`config.mk`:
```
export PLATFORM = sky130hd
export DESIGN_NAME = bit_judge
export DESIGN_NICKNAME = d
export VERILOG_FILES = /design/src/rtl/bit_judge_pkg.sv /design/src/rtl/line_sync.sv /design/src/rtl/sample_tally.sv /design/src/rtl/verdict_unit.sv /design/src/rtl/bit_judge.sv
export SDC_FILE = /design/constraint.sdc
export NUM_CORES = 1
export LEC_CHECK = 0
export CAP_MARGIN = 30
export CORE_MARGIN = 10
export CORE_UTILIZATION = 30
export CTS_CLUSTER_DIAMETER = 50
export DETAILED_ROUTE_END_ITERATION = 10
export PLACE_DENSITY = 0.5
export SLEW_MARGIN = 20
export SYNTH_ARGS = -nofsm -noshare
export SYNTH_HDL_FRONTEND = slang
export SYNTH_HIERARCHICAL = 1
export SYNTH_SLANG_ARGS = --single-unit
```
`constraint.sdc`:
```
create_clock -name clk -period 4.95 [get_ports clk]
set_clock_uncertainty 0.05 [all_clocks]
set_input_delay 0.7425 -clock clk [delete_from_list [all_inputs] [get_ports clk]]
set_output_delay 0.7425 -clock clk [all_outputs]
set_load 0.02 [all_outputs]
```
`src/rtl/bit_judge_pkg.sv`:
```
package bit_judge_pkg;

    typedef enum logic [1:0] {
        VERDICT_LOW  = 2'd0,
        VERDICT_HIGH = 2'd1,
        VERDICT_ERR  = 2'd2
    } verdict_e;

    typedef struct packed {
        logic     valid;
        verdict_e verdict;
    } bit_result_t;

    // Disagreeing samples tolerated per cell; 6/8/10/12 for a 32-sample cell.
    function automatic int allow_count(input logic [1:0] sel, input int samples);
        return (samples * (6 + 2 * int'(sel))) / 32;
    endfunction

endpackage

```
`src/rtl/line_sync.sv`:
```
module line_sync #(
    parameter int STAGES = 2
) (
    input  logic clk,
    input  logic rst,
    input  logic d,
    output logic q
);
    logic [STAGES-1:0] pipe_q;

    generate
        if (STAGES == 1) begin : g_single
            always_ff @(posedge clk) begin
                if (rst) pipe_q <= '0;
                else     pipe_q <= d;
            end
        end else begin : g_chain
            always_ff @(posedge clk) begin
                if (rst) pipe_q <= '0;
                else     pipe_q <= {pipe_q[STAGES-2:0], d};
            end
        end
    endgenerate

    assign q = pipe_q[STAGES-1];
endmodule

```
`src/rtl/sample_tally.sv`:
```
module sample_tally
    import bit_judge_pkg::*;
#(
    parameter int SAMPLES = 32,
    localparam int CW = $clog2(SAMPLES + 1)
) (
    input  logic          clk,
    input  logic          rst,
    input  logic          start,
    input  logic [1:0]    tol_sel,
    input  logic          sample,
    output logic          done,
    output logic [CW-1:0] ones_final,
    output logic [CW-1:0] allow
);
    logic          active_q;
    logic [CW-1:0] cnt_q;
    logic [CW-1:0] ones_q;
    logic [CW-1:0] allow_q;
    logic          last_edge;

    assign last_edge  = active_q && !start && (cnt_q == CW'(SAMPLES - 1));
    assign done       = last_edge;
    assign ones_final = ones_q + CW'(sample);
    assign allow      = allow_q;

    always_ff @(posedge clk) begin
        if (rst) begin
            active_q <= 1'b0;
            cnt_q    <= '0;
            ones_q   <= '0;
            allow_q  <= '0;
        end else if (start) begin
            active_q <= 1'b1;
            cnt_q    <= '0;
            ones_q   <= '0;
            allow_q  <= CW'(allow_count(tol_sel, SAMPLES));
        end else if (active_q) begin
            cnt_q  <= cnt_q + 1'b1;
            ones_q <= ones_q + CW'(sample);
            if (last_edge) active_q <= 1'b0;
        end
    end

    // the HIGH tally never runs ahead of the sample count
    assert_ones_bounded_R3: assert property (@(posedge clk) disable iff (rst)
        ones_q <= cnt_q);
    // an idle tally does not advance
    assert_idle_hold_R3: assert property (@(posedge clk) disable iff (rst)
        (!active_q && !start) |=> $stable(cnt_q));
endmodule

```
`src/rtl/verdict_unit.sv`:
```
module verdict_unit
    import bit_judge_pkg::*;
#(
    parameter int SAMPLES = 32,
    localparam int CW = $clog2(SAMPLES + 1)
) (
    input  logic          clk,
    input  logic          rst,
    input  logic          done,
    input  logic [CW-1:0] ones,
    input  logic [CW-1:0] allow,
    output bit_result_t   result
);
    verdict_e    verdict_c;
    bit_result_t result_q;

    always_comb begin
        if (ones >= CW'(SAMPLES) - allow) verdict_c = VERDICT_HIGH;
        else if (ones <= allow)          verdict_c = VERDICT_LOW;
        else                             verdict_c = VERDICT_ERR;
    end

    always_ff @(posedge clk) begin
        if (rst) begin
            result_q <= '{valid: 1'b0, verdict: VERDICT_LOW};
        end else begin
            result_q.valid   <= done;
            result_q.verdict <= done ? verdict_c : VERDICT_LOW;
        end
    end

    assign result = result_q;

    // decision strobe lasts a single cycle
    assert_valid_pulse_R3: assert property (@(posedge clk) disable iff (rst)
        result_q.valid |=> !result_q.valid);
    // a non-LOW verdict only accompanies a decision
    assert_verdict_gated_R7: assert property (@(posedge clk) disable iff (rst)
        (result_q.verdict != VERDICT_LOW) |-> result_q.valid);
endmodule

```
`src/rtl/bit_judge.sv`:
```
module bit_judge
    import bit_judge_pkg::*;
#(
    parameter int SAMPLES     = 32,
    parameter int SYNC_STAGES = 2,
    localparam int CW = $clog2(SAMPLES + 1)
) (
    input  logic       clk,
    input  logic       rst,
    input  logic       serial_in,
    input  logic       bit_start,
    input  logic [1:0] tol_sel,
    output logic       bit_valid,
    output logic       bit_value,
    output logic       bit_error
);
    logic          line_s;
    logic          done;
    logic [CW-1:0] ones_final;
    logic [CW-1:0] allow;
    bit_result_t   result;

    line_sync #(.STAGES(SYNC_STAGES)) sync_i (
        .clk (clk),
        .rst (rst),
        .d   (serial_in),
        .q   (line_s)
    );

    sample_tally #(.SAMPLES(SAMPLES)) tally_i (
        .clk        (clk),
        .rst        (rst),
        .start      (bit_start),
        .tol_sel    (tol_sel),
        .sample     (line_s),
        .done       (done),
        .ones_final (ones_final),
        .allow      (allow)
    );

    verdict_unit #(.SAMPLES(SAMPLES)) verdict_i (
        .clk    (clk),
        .rst    (rst),
        .done   (done),
        .ones   (ones_final),
        .allow  (allow),
        .result (result)
    );

    assign bit_valid = result.valid;
    assign bit_value = (result.verdict == VERDICT_HIGH);
    assign bit_error = (result.verdict == VERDICT_ERR);

    // a strobe cancels any decision that was about to be made
    assert_restart_quiet_R9: assert property (@(posedge clk) disable iff (rst)
        bit_start |=> !bit_valid);
    // error and HIGH are never reported together
    assert_exclusive_R7: assert property (@(posedge clk) disable iff (rst)
        !(bit_value && bit_error));
endmodule

```
# Word level (Yosys, flattened, before mapping)
# Index checks and enable logic that the tools add are counted.
# word_totals
regBits	24
input_bits	6
out_inout_bits	3
# classes
bitwise	1
n_eq_ne	3
addsub	4
muxes	5
n_reduce_logical	6
order_cmp	2
# op_table
operator	n
6-bit by 1-bit adder with 6-bit output	1
6-bit by 1-bit adder with 6-bit output (second input constant)	1
6-bit by 5-bit equality test with 1-bit output (second input constant)	1
6-bit >= comparator	1
6-bit <= comparator	1
6-bit subtractor (first input constant)	1
3-bit by 3-bit adder with 4-bit output (first input constant)	1
1-bit 2-to-1 mux	4
2-bit OR reduction	2
3-bit OR reduction	1
2-bit by 1-bit equality test with 1-bit output (second input constant)	1
2-bit equality test (second input constant)	1
1-bit logical AND	2
2-bit 2-to-1 mux	1
1-bit zero test	1
1-bit NOT	1

# Longest topological paths before layout
# depth
word_depth	6
mapped_depth	9

# Hierarchy
# Netlist, hierarchy kept.
# by_module_without_submodules
mod	instances	area_per_inst_um2	cells_each	seq_area_each_um2
sample_tally	1	782.0	84	320.3
verdict_unit	1	436.7	49	60.1
line_sync	1	52.6	4	40.0
bit_judge	1	15.0	2	0.0

# Worst setup path before layout
# OpenSTA, ideal clock, no wires.
# synth_path
path_type	register to register
from	reg tally_i.ones_q[0]
to	reg verdict_i.result_q, in the netlist verdict_i/result[1]
n_path_buf	0
path_stages_with_launch	9
t_arrival_ns	1.810
slack_ns	3.001
t_required_ns	4.812
cell_sequence	dfxtp_1 ha_1 nand3_1 or2_1 xnor2_1 ha_1 and4_1 o21ai_0 a311oi_2
# synth_via
elab_chain_len	3
elab_cells_between_ends	5
cone_classes	1 x add/sub; 2 x order compare; 1 x mux; 1 x reduce/logical
# synth_lines
item	line_no	rtl
from (decl)	sample_tally.sv:18	logic [CW-1:0] ones_q;
from (signal assigned)	sample_tally.sv:40	ones_q <= ones_q + CW'(sample);
6-bit by 1-bit adder with 6-bit output *	sample_tally.sv:24	assign ones_final = ones_q + CW'(sample);
via ones_final[5]	bit_judge.sv:19	logic [CW-1:0] ones_final;
6-bit >= comparator / 6-bit <= comparator (equally long branches)	verdict_unit.sv:18, verdict_unit.sv:19	
3-bit OR reduction (no line) / 2-bit 2-to-1 mux (equally long branches)	-	
to (signal assigned)	verdict_unit.sv:25	result_q <= '{valid: 1'b0, verdict: VERDICT_LOW};
to (decl)	verdict_unit.sv:15	bit_result_t result_q;
# Mark *: on every way through the listed nets, which the timed path passes. The rest lies on a longest branch.
# A chain may end at the register's enable or synchronous reset.

# Worst setup path in the final report
# Ends and elaborated chain as after synthesis.

==> impl_metrics.toml <==
[run_status]
outcome = "finished clean"

[grt]
track_usage = 0.0648
overflow = 0
grt_pass1_wl_um = 3980
grt_pass1_vias = 930
antenna_found_initial = 0
grt_max_degree = 13

[clock_tree]
clock_latency_ns = 0.26
cts_tree = "done"
post_cts_buffers = 0
clk_path_buf_depth = 2
postCtsHoldBufs = 0
clock_tree.htree_level_count = 1
cts.clk_slew.worst_paths_ns = 0.08
clockRootBuffer = "clkbuf_8"
cts_sinks = 21
ctsResizeCount = 0
numCtsBuffers = 3

[worst_setup_path]
cp-end-kind = "flip-flop"
cpMaxStageDelayCell = "dfxtp_1"
crit_buf_inv = 0
worstPathRequired_ns = 5.07
path_max_fanout = 4
cp-start-kind = "flip-flop"
criticalPathCategory = "reg2reg"
max_stage_delay_ns = 0.34
crit_chain = "ha_1, ha_1, nand3_1, xnor2_1, ha_1, and4_1, nand3_1, nand2_1, a311oi_2"
crit_path_frequent_cell = "ha_1"
cpLargestDelayFamily = "adder cells"
critPathArrivalTime_ns = 2.33

[run]
drv_cap = 0

[power_and_ir_drop]
p_clk_frac = 0.339
leakagePower_nw = 0.568
power.density_mw_per_mm2 = 232
power_frac_seq = 0.540
ir_worst_vdd_uv = 98.2
internal_power_mw = 0.248
pwr-share-comb = 0.121
switching_power_mw = 0.0802
switching_share = 0.244

[synthesis]
netlist.area_leader.share = 0.327
seq_area_frac_synth = 0.327
ys_seq_elements = 21
synth_cell_types = 33
synthArstFlopShare = 0
synth_flop_cell = "dfxtp_1"
synth_warnings = 6
syn_avg_cell_area_um2 = 9.25
yosys.area.top_type = "dfxtp_1"
synth_enable_flop_cells = 0
synth_area_mm2 = 0.00129
yosys-top-cells-area = "dfxtp_1 (33%), ha_1 (16%), xor2_1 (5.4%)"
synthCells = 139

[place]
portBuffers = 8
dp_hpwl_um = 1710
place.gp.congestion = 0.792

[sta]
fmax_mhz = 452
finalCritPeriodShare = 0.447
hold_viol_final = 0
drv_slew = 0
fin_crit_ns = 2.21
rsz0062_at_grt = "false"
setup-tns-final_ns = 0
finalSetupViolations = 0

[floorplan]
initial_core_util = 0.315
core_area_mm2 = 0.00409
die_x_um = 85.5
ios = 9
rows = 23
chipHeight_um = 85.5
die-area_mm2 = 0.00731

[detailed_routing]
wl_per_cell_um = 11.1
antenna_left = 0
wirelength_um = 2170
detail_route.iter0.violations = 42
routed_via_density = 4.61
dr.pass1.iters = 4
drc_errors = 0
routed-via-count = 899

[hold_path]
hp-class = "reg2reg"

[layout]
final_util = 0.347
diodes = 0
syn_to_final_growth_pct = 10.2
final_nets = 168
layout-drive-gt1-share = 0.103
## per-stage QoR
| stage | cell area, um2 | power (mW) | worst slack [ns] | hold slack [ns] | cells |
|---|---|---|---|---|---|
| finish | 1420 | 0.328 | 2.74 | 0.394 | 195 |
| global route | 1420 | 0.348 | 2.54 | 0.424 | 195 |
| CTS | 1420 | 0.335 | 2.74 | 0.400 | 195 |
| detailed placement | 1370 | 0.221 | 2.58 | 0.382 | 191 |
| global placement | 1370 | 0.220 | 2.68 | 0.391 | 191 |
| floorplan | 1290 | 0.214 | 3.00 | 0.364 | 141 |
## placed cells by master (no fill, tap or decap), types with 2 or more instances in the layout
cell / count
xnor2_1: 7
xor2_1: 8
nand4_1: 5
inv_1: 11
conb_1: 3
ha_1: 16
o21ai_0: 3
nand2_1: 7
nor2_1: 14
mux2i_1: 3
a21oi_2: 3
clkdlybuf4s50_1: 8
nor2b_1: 6
dfxtp_1: 21
a21oi_1: 3
nand3_1: 5
clkbuf_8: 3
or3_1: 2
a211oi_1: 3
## cell type report
type / count / area, um2
Tap cell: 50 / 62.6
Clock buffer: 3 / 41.3
Fill cell: 430 / 2670
Inverter: 11 / 41.3
Multi-Input combinational cell: 101 / 767
Clock inverter: 1 / 5.00
Sequential cell: 21 / 420
Timing Repair Buffer: 8 / 80.1
## Yosys cell counts (2+ instances only)
library cell and n:
nor2b_1 6, inv_1 11, a21oi_2 3, buf_4 5, ha_1 16, nor2_1 14, a21oi_1 3, o21ai_0 3
xnor2_1 7, xor2_1 8, nand3_1 5, dfxtp_1 21, mux2i_1 3, or3_1 2, nand4_1 5, nand2_1 7
a211oi_1 3, buf_6 2
## flip-flops by register name (all words and copies together) (netlist names)
name              flops
tally_i/ones_q        6
sync_i/pipe_q         2
tally_i/allow         3
tally_i/cnt_q         6
tally_i/active_q      1
verdict_i/result      3
## power by group through the flow
| stage | Sequential, mW | Clock [mW] | Combinational, mW |
|---|---|---|---|
| 2_1_floorplan | 0.179 | 0 | 0.0348 |
| 3_3_place_gp | 0.181 | 0 | 0.0382 |
| 3_5_place_dp | 0.181 | 0 | 0.0395 |
| 4_1_cts | 0.177 | 0.118 | 0.0396 |
| 5_1_grt | 0.178 | 0.124 | 0.0456 |
| 6_report | 0.177 | 0.111 | 0.0398 |
## layer usage
layer | track usage | up-vias | routed length, um
met5 | 0 | - | 0
met4 | 0.0359 | 0 | 60
met3 | 0.0182 | 7 | 86
met2 | 0.100 | 18 | 952
met1 | 0.0786 | 401 | 1070
li1 | - | 473 | -
## cell families (layout without fill, tap and decap cells)
kind of cell	after synthesis	count (layout)	synth area share
DFF	21	21	0.327
and+or+nand+nor	49	49	0.218
xor gates and xnor gates	15	15	0.102
muxes	3	3	0.0233
other	1	3	0.00292
buffers and inverters	19	23	0.0827
AOI/OAI and AO/OA	15	15	0.0885
adders and majority gates	16	16	0.156
## worst register-to-register path, stage by stage (launching register included)
cell and delay (ns):
dfxtp_1 0.34, ha_1 0.23, ha_1 0.26, nand3_1 0.11, xnor2_1 0.28, ha_1 0.30
and4_1 0.22, nand3_1 0.08, nand2_1 0.06, a311oi_2 0.19
## worst paths after layout
kind                                         from             endpoint  slack [ns]  cells after the start
worst max-delay path            tally_i/ones_q[0]  verdict_i/result[1]        2.74                      9
worst min-delay path             sync_i/pipe_q[0]     sync_i/pipe_q[1]        0.39                      1
worst max register to register  tally_i/ones_q[0]  verdict_i/result[1]        2.74                      9
worst min register to register   sync_i/pipe_q[0]     sync_i/pipe_q[1]        0.39                      1
No activity file was read; power rests on OpenSTA's default activity.
